==> config.mk <==
export PLATFORM = sky130hd
export DESIGN_NAME = coin_vend_ctrl
export DESIGN_NICKNAME = d
export VERILOG_FILES = /design/src/rtl/vend_pkg.sv /design/src/rtl/vend_next_logic.sv /design/src/rtl/vend_credit_reg.sv /design/src/rtl/coin_vend_ctrl.sv
export SDC_FILE = /design/constraint.sdc
export NUM_CORES = 1
export LEC_CHECK = 0
export BUFFER_PORTS_ARGS = -buffer_cell sky130_fd_sc_hd__buf_2
export CAP_MARGIN = 20
export CORE_AREA = 2 2 39 41
export CTS_CLUSTER_DIAMETER = 40
export DETAILED_ROUTE_END_ITERATION = 10
export DIE_AREA = 0 0 41 43
export PLACE_DENSITY_LB_ADDON = 0.12
export SKIP_LAST_GASP = 1
export SLEW_MARGIN = 25
export SYNTH_ARGS = -nofsm -noshare
export SYNTH_HDL_FRONTEND = slang
export SYNTH_SLANG_ARGS = --single-unit
==> constraint.sdc <==
create_clock -name clk -period 1.62 [get_ports clk]
set_input_delay 0.324 -clock clk [delete_from_list [all_inputs] [get_ports clk]]
set_output_delay 0.324 -clock clk [all_outputs]
set_load 0.05 [all_outputs]
==> src/rtl/vend_pkg.sv <==
// Package: vend_pkg
// Holds the code widths and the encodings shared by the vending controller.
// Assumes 2-bit coin, credit and action codes. The credit encoding matters:
// the value is the credit in nickels (0, 1, 2).
package vend_pkg;

    localparam int COIN_W   = 2;
    localparam int CREDIT_W = 2;
    localparam int ACT_W    = 2;

    // Coin codes on the input bus.
    typedef enum logic [COIN_W-1:0] {
        COIN_NICKEL  = 2'b00,
        COIN_DIME    = 2'b01,
        COIN_BAD     = 2'b10,
        COIN_ILLEGAL = 2'b11
    } coin_e;

    // Credit held between coins, counted in nickels.
    typedef enum logic [CREDIT_W-1:0] {
        CRED_0C   = 2'b00,
        CRED_5C   = 2'b01,
        CRED_10C  = 2'b10,
        CRED_VOID = 2'b11
    } credit_e;

    // Action codes on the output bus.
    typedef enum logic [ACT_W-1:0] {
        ACT_HOLD   = 2'b00,
        ACT_VEND   = 2'b01,
        ACT_REJECT = 2'b10,
        ACT_SPARE  = 2'b11
    } act_e;

endpackage

==> src/rtl/vend_next_logic.sv <==
// Module: vend_next_logic
// Combinational transition and action decode of the vending controller.
// Given the present credit and the coin event, it returns the next credit
// and the Mealy action. With no valid coin, it keeps the credit and
// answers hold. An illegal coin or a void credit goes to 0 cents with reject.
// Assumes: at most one coin per cycle.
module vend_next_logic
    import vend_pkg::*;
(
    input  credit_e              cur_credit,
    input  logic [COIN_W-1:0]    coin_code,
    input  logic                 coin_valid,
    output credit_e              nxt_credit,
    output act_e                 act
);

    coin_e coin;

    // Interpret the raw coin bus as a coin type.
    always_comb coin = coin_e'(coin_code);

    // Choose the next credit and the action for this cycle.
    always_comb begin
        nxt_credit = cur_credit;
        act        = ACT_HOLD;
        if (coin_valid) begin
            if (cur_credit == CRED_VOID || coin == COIN_ILLEGAL) begin
                nxt_credit = CRED_0C;
                act        = ACT_REJECT;
            end else if (coin == COIN_BAD) begin
                nxt_credit = cur_credit;
                act        = ACT_REJECT;
            end else begin
                case (cur_credit)
                    CRED_0C: begin
                        nxt_credit = (coin == COIN_DIME) ? CRED_10C : CRED_5C;
                        act        = ACT_HOLD;
                    end
                    CRED_5C: begin
                        nxt_credit = (coin == COIN_DIME) ? CRED_0C : CRED_10C;
                        act        = (coin == COIN_DIME) ? ACT_VEND : ACT_HOLD;
                    end
                    CRED_10C: begin
                        nxt_credit = (coin == COIN_DIME) ? CRED_5C : CRED_0C;
                        act        = ACT_VEND;
                    end
                    default: begin
                        nxt_credit = CRED_0C;
                        act        = ACT_REJECT;
                    end
                endcase
            end
        end
    end

endmodule

==> src/rtl/vend_credit_reg.sv <==
// Module: vend_credit_reg
// Credit register of the vending controller. It loads the next credit on
// cycles with a valid coin and holds otherwise. A synchronous active-low
// reset clears it to 0 cents.
module vend_credit_reg
    import vend_pkg::*;
(
    input  logic     clk,
    input  logic     rst_n,
    input  logic     load,
    input  credit_e  d,
    output credit_e  q
);

    // Hold the credit between coins; clear on reset.
    always_ff @(posedge clk) begin
        if (!rst_n)
            q <= CRED_0C;
        else if (load)
            q <= d;
    end

endmodule

==> src/rtl/coin_vend_ctrl.sv <==
// Module: coin_vend_ctrl
// Top of the vending controller for a 15-cent item. It accepts one coin per
// valid cycle and keeps 0, 5 or 10 cents of credit. Overpayment is kept as
// credit instead of being paid out as change. The action output is a
// Mealy function of the credit and the coin on the bus.
// Assumes: inputs are synchronous to clk.
module coin_vend_ctrl
    import vend_pkg::*;
(
    input  logic                clk,
    input  logic                rst_n,
    input  logic [COIN_W-1:0]   coin_code,
    input  logic                coin_valid,
    output logic [ACT_W-1:0]    action
);

    credit_e credit_q;
    credit_e credit_d;
    act_e    act_now;

    vend_next_logic u_next (
        .cur_credit (credit_q),
        .coin_code  (coin_code),
        .coin_valid (coin_valid),
        .nxt_credit (credit_d),
        .act        (act_now)
    );

    vend_credit_reg u_credit (
        .clk   (clk),
        .rst_n (rst_n),
        .load  (coin_valid),
        .d     (credit_d),
        .q     (credit_q)
    );

    // Drive the action port from the decode.
    always_comb action = act_now;

endmodule

After elaboration in Yosys (flattened, before gate mapping)
Index checks and enable logic that the tools add are counted.

storage, ports and cells
  register bits = 2
  input bits = 5
  output and inout port bits = 2
  word-level logic and storage cells = 21

operators by class
  eq/ne operators = 7
  muxes and demuxes = 10
  reduce and logical (&&, ||, !) cells = 3

operator list
  kind                                                                    count
  2-bit two-way mux                                                       7
  2-bit one-hot mux with 3 select lines                                   2
  2-bit equality test (second input constant)                             4
  2-bit by 1-bit equality test with 1-bit output (second input constant)  2
  2-bit zero test                                                         1
  2-bit by 1-bit != test with 1-bit output (second input constant)        1
  2-bit AND reduction                                                     1
  1-bit logical OR                                                        1
  1-bit two-way mux                                                       1

Longest topological paths before layout
Gate-level depths: netlist of run 1.

  depth in word-level cells = 6
  depth in mapped cells = 4
  mapped depth without buffers = 3

Cells and area by module
Synthesis of run 1 repeated with hierarchy kept, for this count alone.

second synthesis, totals
  cell total of the unflattened synthesis = 23
  area, all modules = 176.4 um^2

modules (own cells, without submodules)
  module           times used  cells an instance  area an instance (um^2)  seq. area each (um^2)
  vend_next_logic  1           17                 103.8                    0.0
  vend_credit_reg  1           6                  72.6                     40.0

Worst setup path after synthesis of run 1
Ideal clock, no wire load.

  path kind = flip-flop to output port
  start = register u_credit.q[1]
  end = output port action[0]
  data arrival time = 1.340 ns
  data required time = 1.296 ns
  setup slack = -0.044 ns
  stages on the path, launching flop included = 4
  path buffers = 1
  path through = dfxtp_1 > buf_4 > nand3b_1 > a21oi_1

between the ends
  word-level cells in the longest chain between the ends = 5
  elaborated cells on any way between the ends = 9
  classes of those cells = eq/ne (3); mux (4); reduce/logical (2)

RTL lines
  item                                               RTL line               RTL
  from (decl)                                        vend_credit_reg.sv:12  output credit_e q
  from (signal assigned)                             vend_credit_reg.sv:18  q <= CRED_0C;
  from (signal assigned)                             vend_credit_reg.sv:20  q <= d;
  2-bit equality test, or another cell as far along  vend_next_logic.sv:34  case (cur_credit)
  2-bit one-hot mux with 3 select lines              vend_next_logic.sv:34
  2-bit two-way mux                                  vend_next_logic.sv:30  end else if (coin == COIN_BAD) begin
  2-bit two-way mux (*)                              vend_next_logic.sv:27  if (cur_credit == CRED_VOID || coin == COIN_ILLEGAL) begin
  2-bit two-way mux (*)                              vend_next_logic.sv:26  if (coin_valid) begin
  to (decl)                                          coin_vend_ctrl.sv:14   output logic [ACT_W-1:0] action

Every way passes the cells marked *; elsewhere a longest branch is shown, timed or not.

Final worst setup path of run 1
Ends and elaborated chain as after synthesis.

==> impl_metrics.py, run 1 <==
metrics = {
    "worst_setup_path": {
        "worstSetupEndpointType": "output pin",
        "slowest_delay_ns": 0.46,
        "crit_fanout": 9,
        "crit_path_top_delay_cell": "dfxtp_1",
        "crit_path_cell_trace": "nand2b_1 > a21oi_2 > buf_2",
        "cp.required_ns": 1.30,
        "start_kind": "register",
        "arrival_ns": 1.18,
        "worstSetupPathType": "reg -> out",
    },
    "detailed_routing": {
        "first_iter_violations": 1,
        "drc_errors": 0,
        "dr_total_vias": 167,
        "dr.pass1.iters": 2,
        "vias_per_cell": 3.80,
        "ant_nets": 0,
        "wl_um": 390,
        "wl_per_cell_um": 8.86,
    },
    "floorplan": {
        "rows": 14,
        "dieArea_sq_um": 1760,
        "core_sq_um": 1380,
        "ioPinCount": 7,
        "die_x_um": 41,
        "die_height_um": 43,
        "start_util_pct": 12.0,
    },
    "layout": {
        "instances_no_fill": 44,
        "largest-register": "u_credit.q",
        "final_common_cell": "buf_2",
        "reg_top3": "u_credit.q (2)",
        "utilization_pct": 17.0,
        "num-nets-final": 35,
        "diodes": 0,
        "drive_gt1_share_pct": 35.7,
        "largest_reg_flops": 2,
        "area_delta_synth_final_pct": 41.4,
        "mostFrequentLayoutCells": "6 x buf_2, 3 x clkbuf_4",
        "n_fill_cell": 172,
    },
    "power_and_ir_drop": {
        "seqPwrFrac_pct": 28.9,
        "power_density_nw_per_um2": 858,
        "p_switching_mw": 0.0520,
        "clkPwrFrac_pct": 53.5,
        "ir_drop_v": 0.000279,
        "internal-power_mw": 0.150,
        "leakage_nw": 0.103,
        "sw_frac_of_total_pct": 25.8,
        "power.total_mw": 0.202,
        "combPwrFrac_pct": 17.5,
    },
    "sta": {
        "hold_slack_ns": 0.351,
        "slew_viol_final": 0,
        "skew_ns": 0.000299,
        "setup_viol": 0,
        "slew_headroom_pct": 82.8,
        "clock.fmax_mhz": 665,
        "tightest_slew_ns": 0.254,
        "tns_ns": 0,
        "rsz0062_at_grt": "no",
        "layout_min_cycle_time_ns": 1.50,
        "hold_viol": 0,
        "finalCritPeriodShare_pct": 92.8,
    },
    "cts": {
        "clk_path_buf_depth": 2,
        "clk_pin_slew_ns": 0.03,
        "cts-htree-levels": 1,
        "cts_hold_buffers": 0,
        "root_buffer": "clkbuf_4",
        "cts_buffers": 3,
        "clock_latency_ns": 0.22,
        "post_cts_buffers": 0,
        "cts_tree": "yes",
        "postCtsResizedCells": 0,
        "cts.sinks": 2,
    },
    "yosys": {
        "synth.area.top_cells": "dfxtp_1 24%, a21oi_1 9.0%, nand3b_1 9.0%",
        "yosysWarnings": 0,
        "synth.top_cell.area_share_pct": 24.1,
        "synth-seq-cells": 2,
        "syn-num-nets": 25,
        "synth_cell_types": 14,
        "synth-seq-area-share_pct": 24.1,
        "syn_inst": 20,
        "syn_area_sq_um": 166,
        "yosysTopAreaCell": "dfxtp_1",
        "synth_area_per_cell_sq_um": 8.32,
    },
    "place": {
        "dp_cells": 41,
        "dpl.hpwl_um": 285,
        "io_buffer_count": 6,
        "place_congestion": 0.585,
    },
    "global_routing": {
        "grt.total_usage_pct": 5.71,
        "grt_max_degree": 10,
        "use_met2_pct": 6.56,
        "use_met1_pct": 7.64,
        "antenna_found_initial": 0,
        "met3_usage_pct": 1.57,
        "grt_pass1_vias": 171,
        "top_usage_layer": "met1",
        "grt-ovfl-total": 0,
        "grt_pass1_wl_um": 655,
    },
    "hold_path": {
        "hold_class": "in -> reg",
    },
    "outcome": {
        "status": "finished, final reports clean",
    },
    "job": {
        "max_cap_violations": 0,
    },
}
==> per-stage QoR <==
stage | cell area [sq um] | worst slack (ns)
6_report | 235 | 0.116
3_3_place_gp | 213 | 0.278
2_1_floorplan | 170 | 0.110
4_1_cts | 235 | 0.0935
5_1_grt | 235 | 0.0275
3_5_place_dp | 213 | 0.282
==> cell type report <==
type | instances | area (sq um) | area share, %
Multi-Input combinational cell | 16 | 119 | 50.5
Sequential cell | 2 | 40.0 | 17.0
Timing Repair Buffer | 6 | 30.0 | 12.8
Clock buffer | 3 | 22.5 | 9.57
Tap cell | 16 | 20.0 | 8.51
Inverter | 1 | 3.75 | 1.60
==> routing by layer <==
layer,vias up,share of wire [%]
met5,-,0
met1,72,47
met3,0,9.0
li1,90,-
met4,0,0
met2,5,44
==> critical path: cells and delay by family (launching register included) <==
family / cells / cell delay, ns
DFF: 1 / 0.46
and+or+nand+nor: 1 / 0.11
buffers and inverters: 1 / 0.26
AOI/OAI and AO/OA: 1 / 0.13
==> synthesized netlist by cell type (all sizes together) <==
cell	count
xor2	1
o311ai	1
nor2	1
nor4b	1
inv	1
nor2b	2
nand4bb	1
nand3b	2
buf	1
a21oi	3
o211a	1
dfxtp	2
nand2b	2
o31a	1
==> power by group through the flow <==
stage	Sequential [mW]	Combinational, mW	Clock (mW)
floorplan	0.0554	0.0271	0
global placement	0.0590	0.0357	0
detailed placement	0.0591	0.0357	0
CTS	0.0583	0.0358	0.118
global route	0.0592	0.0389	0.120
finish	0.0584	0.0354	0.108
==> cell families after synthesis <==
| logic type | share of synthesized area (%) |
|---|---|
| AND/OR/NAND/NOR | 38.3 |
| XOR/XNOR | 5.26 |
| flip-flops | 24.1 |
| buffers and inverters | 6.77 |
| AO/OA/AOI/OAI | 25.6 |
==> path summary, 6_finish.rpt <==
| check | start | to | slack [ns] | depth (start not counted) |
|---|---|---|---|---|
| worst max-delay path | u_credit.q[1] | action[0] | 0.12 | 3 |
| worst min-delay path | rst_n | u_credit.q[1] | 0.35 | 2 |
| worst max register to register | u_credit.q[1] | u_credit.q[1] | 0.51 | 3 |
| worst min register to register | u_credit.q[0] | u_credit.q[0] | 0.63 | 2 |
Note: power is estimated with default switching activity, not from simulation.
==> run 2, diff against run 1 <==
--- a/config.mk
+++ b/config.mk
@@ -9,8 +9,10 @@
 export CAP_MARGIN = 20
 export CORE_AREA = 2 2 39 41
 export CTS_CLUSTER_DIAMETER = 40
+export CTS_CLUSTER_SIZE = 30
 export DETAILED_ROUTE_END_ITERATION = 10
 export DIE_AREA = 0 0 41 43
+export MAX_ROUTING_LAYER = met4
 export PLACE_DENSITY_LB_ADDON = 0.12
 export SKIP_LAST_GASP = 1
 export SLEW_MARGIN = 25
==> impl_metrics.py, run 2 (synthesis results as in run 1) <==
metrics = {
    "outcome": {
        "status": "finished, final reports clean",
    },
    "worst_setup_path": {
        "arrival_ns": 1.18,
        "ff2ff_setup_slack_ns": 0.51,
        "slowest_delay_ns": 0.46,
        "start_kind": "register",
        "worstSetupPathType": "reg -> out",
        "crit_path_top_delay_cell": "dfxtp_1",
        "rr_worst_depth": 3,
        "worstSetupEndpointType": "output pin",
        "crit_path_cell_trace": "nand2b_1 > a21oi_2 > buf_2",
        "cp.required_ns": 1.30,
        "crit_fanout": 9,
        "reg2reg_to": "u_credit.q[1]",
        "rr_startpoint": "u_credit.q[1]",
    },
    "sta": {
        "tns_ns": 0,
        "worst_slack_ns": 0.114,
        "skew_ns": 0.000299,
        "finalCritPeriodShare_pct": 93.0,
        "slew_headroom_pct": 82.8,
        "setup_viol": 0,
        "rsz0062_at_grt": "no",
        "tightest_slew_ns": 0.254,
        "slew_viol_final": 0,
        "layout_min_cycle_time_ns": 1.51,
        "clock.fmax_mhz": 664,
        "hold_slack_ns": 0.351,
        "hold_viol": 0,
    },
    "hold_path": {
        "hold_path_depth": 2,
        "hp-start": "rst_n",
        "hold_class": "in -> reg",
        "min_to": "u_credit.q[1]",
    },
    "cts": {
        "cts-htree-levels": 1,
        "clock_latency_ns": 0.22,
        "cts_buffers": 3,
        "postCtsResizedCells": 0,
        "post_cts_buffers": 0,
        "clk_path_buf_depth": 2,
        "cts_hold_buffers": 0,
        "clk_pin_slew_ns": 0.03,
        "cts.sinks": 2,
        "cts_tree": "yes",
        "root_buffer": "clkbuf_4",
    },
    "detailed_routing": {
        "wl_per_cell_um": 8.93,
        "vias_per_cell": 3.82,
        "ant_nets": 0,
        "dr.pass1.iters": 2,
        "dr_total_vias": 168,
        "first_iter_violations": 2,
        "wl_um": 393,
        "drc_errors": 0,
    },
    "global_routing": {
        "grt-ovfl-total": 0,
        "grt_pass1_vias": 173,
        "antenna_found_initial": 0,
        "grt.total_usage_pct": 5.85,
        "grt_pass1_wl_um": 655,
        "grt_max_degree": 10,
    },
    "power_and_ir_drop": {
        "power_density_nw_per_um2": 858,
        "leakage_nw": 0.103,
        "ir_drop_v": 0.000279,
    },
    "layout": {
        "largest-register": "u_credit.q",
        "area_delta_synth_final_pct": 41.4,
        "drive_gt1_share_pct": 35.7,
        "diodes": 0,
        "mostFrequentLayoutCells": "6 x buf_2, 3 x clkbuf_4",
        "final_common_cell": "buf_2",
        "n_fill_cell": 172,
        "num-nets-final": 35,
        "post-route-cell-area_sq_um": 235,
        "largest_reg_flops": 2,
        "reg_top3": "u_credit.q (2)",
        "utilization_pct": 17.0,
    },
    "floorplan": {
        "ioPinCount": 7,
        "start_util_pct": 12.0,
        "rows": 14,
        "die_height_um": 43,
        "dieArea_sq_um": 1760,
        "core_sq_um": 1380,
        "die_x_um": 41,
    },
    "place": {
        "place_congestion": 0.588,
        "dpl.hpwl_um": 285,
        "placed_area_sq_um": 213,
        "dp_slack_ns": 0.282,
        "io_buffer_count": 6,
    },
    "job": {
        "max_cap_violations": 0,
    },
}
[run 2: worst max path at each step]
stage | endpoint | from | slack [ns]
floorplan | action[1] | u_credit.q[1] | 0.11
global placement | action[0] | coin_code[1] | 0.28
detailed placement | action[0] | coin_code[1] | 0.28
CTS | action[0] | u_credit.q[1] | 0.09
global route | action[0] | u_credit.q[1] | 0.03
finish | action[0] | u_credit.q[1] | 0.11
[run 2: worst max-delay path, delay by kind of cell (launching register included)]
family,cells,cell delay (ns)
flip-flops,1,0.46
AND/OR/NAND/NOR,1,0.11
AO/OA/AOI/OAI,1,0.13
buffers and inverters,1,0.26
[run 2: report_power, final]
part           switching, mW  internal, mW
clock                 0.0264        0.0816
sequential           0.00577        0.0527
combinational         0.0200        0.0155
total                 0.0521         0.150
[run 2: layout make-up]
class	instances	area [sq um]	share of cell area, %
timing repair buffer	6	30.0	12.8
sequential	2	40.0	17.0
inverter	1	3.75	1.60
tap	16	20.0	8.51
clock buffer	3	22.5	9.57
multi-input combinational	16	119	50.5
[run 2: metrics by stage]
stage	std cells	power [mW]
after CTS	44	0.212
after global placement	41	0.0946
final	44	0.202
after detailed placement	41	0.0948
after global routing	44	0.218
after floorplan	20	0.0825
[run 2: per-layer routing]
layer / vias to the layer above / wire, um / track usage, %
met5: - / 0 / -
met4: 0 / 0 / 6.00
met3: 0 / 35 / 1.57
met2: 5 / 168 / 6.56
met1: 73 / 189 / 7.64
li1: 90 / - / -
==> run 3, diff against run 2 <==
--- a/config.mk
+++ b/config.mk
@@ -14,6 +14,7 @@
 export DIE_AREA = 0 0 41 43
 export MAX_ROUTING_LAYER = met4
 export PLACE_DENSITY_LB_ADDON = 0.12
+export RECOVER_POWER = 100
 export SKIP_LAST_GASP = 1
 export SLEW_MARGIN = 25
 export SYNTH_ARGS = -nofsm -noshare
==> impl_metrics.py, run 3 (synthesis results as in run 1) <==
metrics = {
    "detailed_routing": {
        "wl_per_cell_um": 8.91,
        "ant_nets": 0,
        "dr.pass1.iters": 2,
        "dr_total_vias": 168,
        "wl_met2_um": 167,
        "vias_per_cell": 3.82,
        "met3_length_um": 34,
        "first_iter_violations": 2,
        "top_layer": "met3",
        "drc_errors": 0,
        "wl_met1_um": 189,
        "wl_um": 392,
    },
    "worst_setup_path": {
        "rr_startpoint": "u_credit.q[1]",
        "crit_fanout": 9,
        "worstSetupPathType": "reg -> out",
        "cp.required_ns": 1.30,
        "worstSetupEndpointType": "output pin",
        "startpoint": "u_credit.q[1]",
        "arrival_ns": 1.18,
        "start_kind": "register",
    },
    "cts": {
        "root_buffer": "clkbuf_4",
        "cts.sinks": 2,
        "clk_pin_slew_ns": 0.03,
        "clk_path_buf_depth": 2,
        "post_cts_buffers": 0,
        "cts_tree": "yes",
        "cts_hold_buffers": 0,
        "clock_latency_ns": 0.22,
        "cts_buffers": 3,
        "postCtsResizedCells": 0,
        "cts-htree-levels": 1,
    },
    "layout": {
        "reg_top3": "u_credit.q (2)",
        "num-nets-final": 35,
        "final_common_cell": "buf_2",
        "utilization_pct": 17.0,
        "largest_reg_flops": 2,
        "mostFrequentLayoutCells": "5 x buf_2, 3 x clkbuf_4",
        "diodes": 0,
        "largest-register": "u_credit.q",
        "drive_gt1_share_pct": 35.7,
        "area_delta_synth_final_pct": 41.4,
    },
    "floorplan": {
        "ioPinCount": 7,
        "die_x_um": 41,
        "die_height_um": 43,
        "dieArea_sq_um": 1760,
        "core_sq_um": 1380,
        "start_util_pct": 12.0,
        "rows": 14,
    },
    "sta": {
        "slew_viol_final": 0,
        "rsz0062_at_grt": "no",
        "tightest_slew_ns": 0.254,
        "layout_min_cycle_time_ns": 1.51,
        "clock.fmax_mhz": 664,
        "hold_viol": 0,
        "setup_viol": 0,
        "tns_ns": 0,
        "finalCritPeriodShare_pct": 93.0,
        "skew_ns": 0.000299,
        "slew_headroom_pct": 82.8,
    },
    "global_routing": {
        "grt_pass1_wl_um": 655,
        "grt-ovfl-total": 0,
        "grt_max_degree": 10,
        "grt.total_usage_pct": 5.85,
        "grt_pass1_vias": 173,
        "antenna_found_initial": 0,
    },
    "power_and_ir_drop": {
        "power.total_mw": 0.202,
        "ir_drop_v": 0.000279,
        "leakage_nw": 0.103,
        "power_density_nw_per_um2": 858,
    },
    "job": {
        "max_cap_violations": 0,
    },
    "outcome": {
        "status": "finished, final reports clean",
    },
    "hold_path": {
        "hold_class": "in -> reg",
        "hp-start": "rst_n",
    },
    "place": {
        "dpl.hpwl_um": 285,
        "place_congestion": 0.588,
        "io_buffer_count": 6,
    },
}
[run 3: changes by cell type in the layout (fill, tap and decap cells not counted), sizes merged]
cell and delta:
clkbuf +1, buf -1
[run 3: where the power goes]
group | internal (mW) | switching [mW] | total (mW)
clock network | 0.0816 | 0.0264 | 0.108
logic | 0.0154 | 0.0200 | 0.0354
registers | 0.0527 | 0.00577 | 0.0585
[run 3: critical path: stages, from the launching register on]
cell      delay (ns)
dfxtp_1         0.46
nand2b_1        0.11
a21oi_2         0.13
buf_2           0.26
[run 3: stage by stage]
step / hold WS (ns) / setup WS, ns / cell area [sq um] / std cells
floorplan: 0.452 / 0.110 / 170 / 20
global placement: 0.574 / 0.278 / 213 / 41
detailed placement: 0.578 / 0.282 / 213 / 41
CTS: 0.342 / 0.0935 / 235 / 44
global route: 0.351 / 0.0162 / 235 / 44
finish: 0.351 / 0.114 / 235 / 44
[run 3: per-layer routing]
| layer | vias up | track usage, % |
|---|---|---|
| li1 | 90 | - |
| met1 | 73 | 7.64 |
| met2 | 5 | 6.56 |
| met3 | 0 | 1.57 |
| met4 | 0 | 6.00 |
| met5 | - | - |
[run 3: final timing paths]
check / end / slack, ns / cells after the start
max: action[0] / 0.11 / 3
max reg2reg: u_credit.q[1] / 0.51 / 3
min reg2reg: u_credit.q[0] / 0.63 / 2
min: u_credit.q[1] / 0.35 / 2
[run 3: final cells by class]
class	instances	area (sq um)
Fill cell	172	1150
Inverter	1	3.75
Tap cell	16	20.0
Timing Repair Buffer	6	30.0
Sequential cell	2	40.0
Multi-Input combinational cell	16	119
Clock buffer	3	22.5
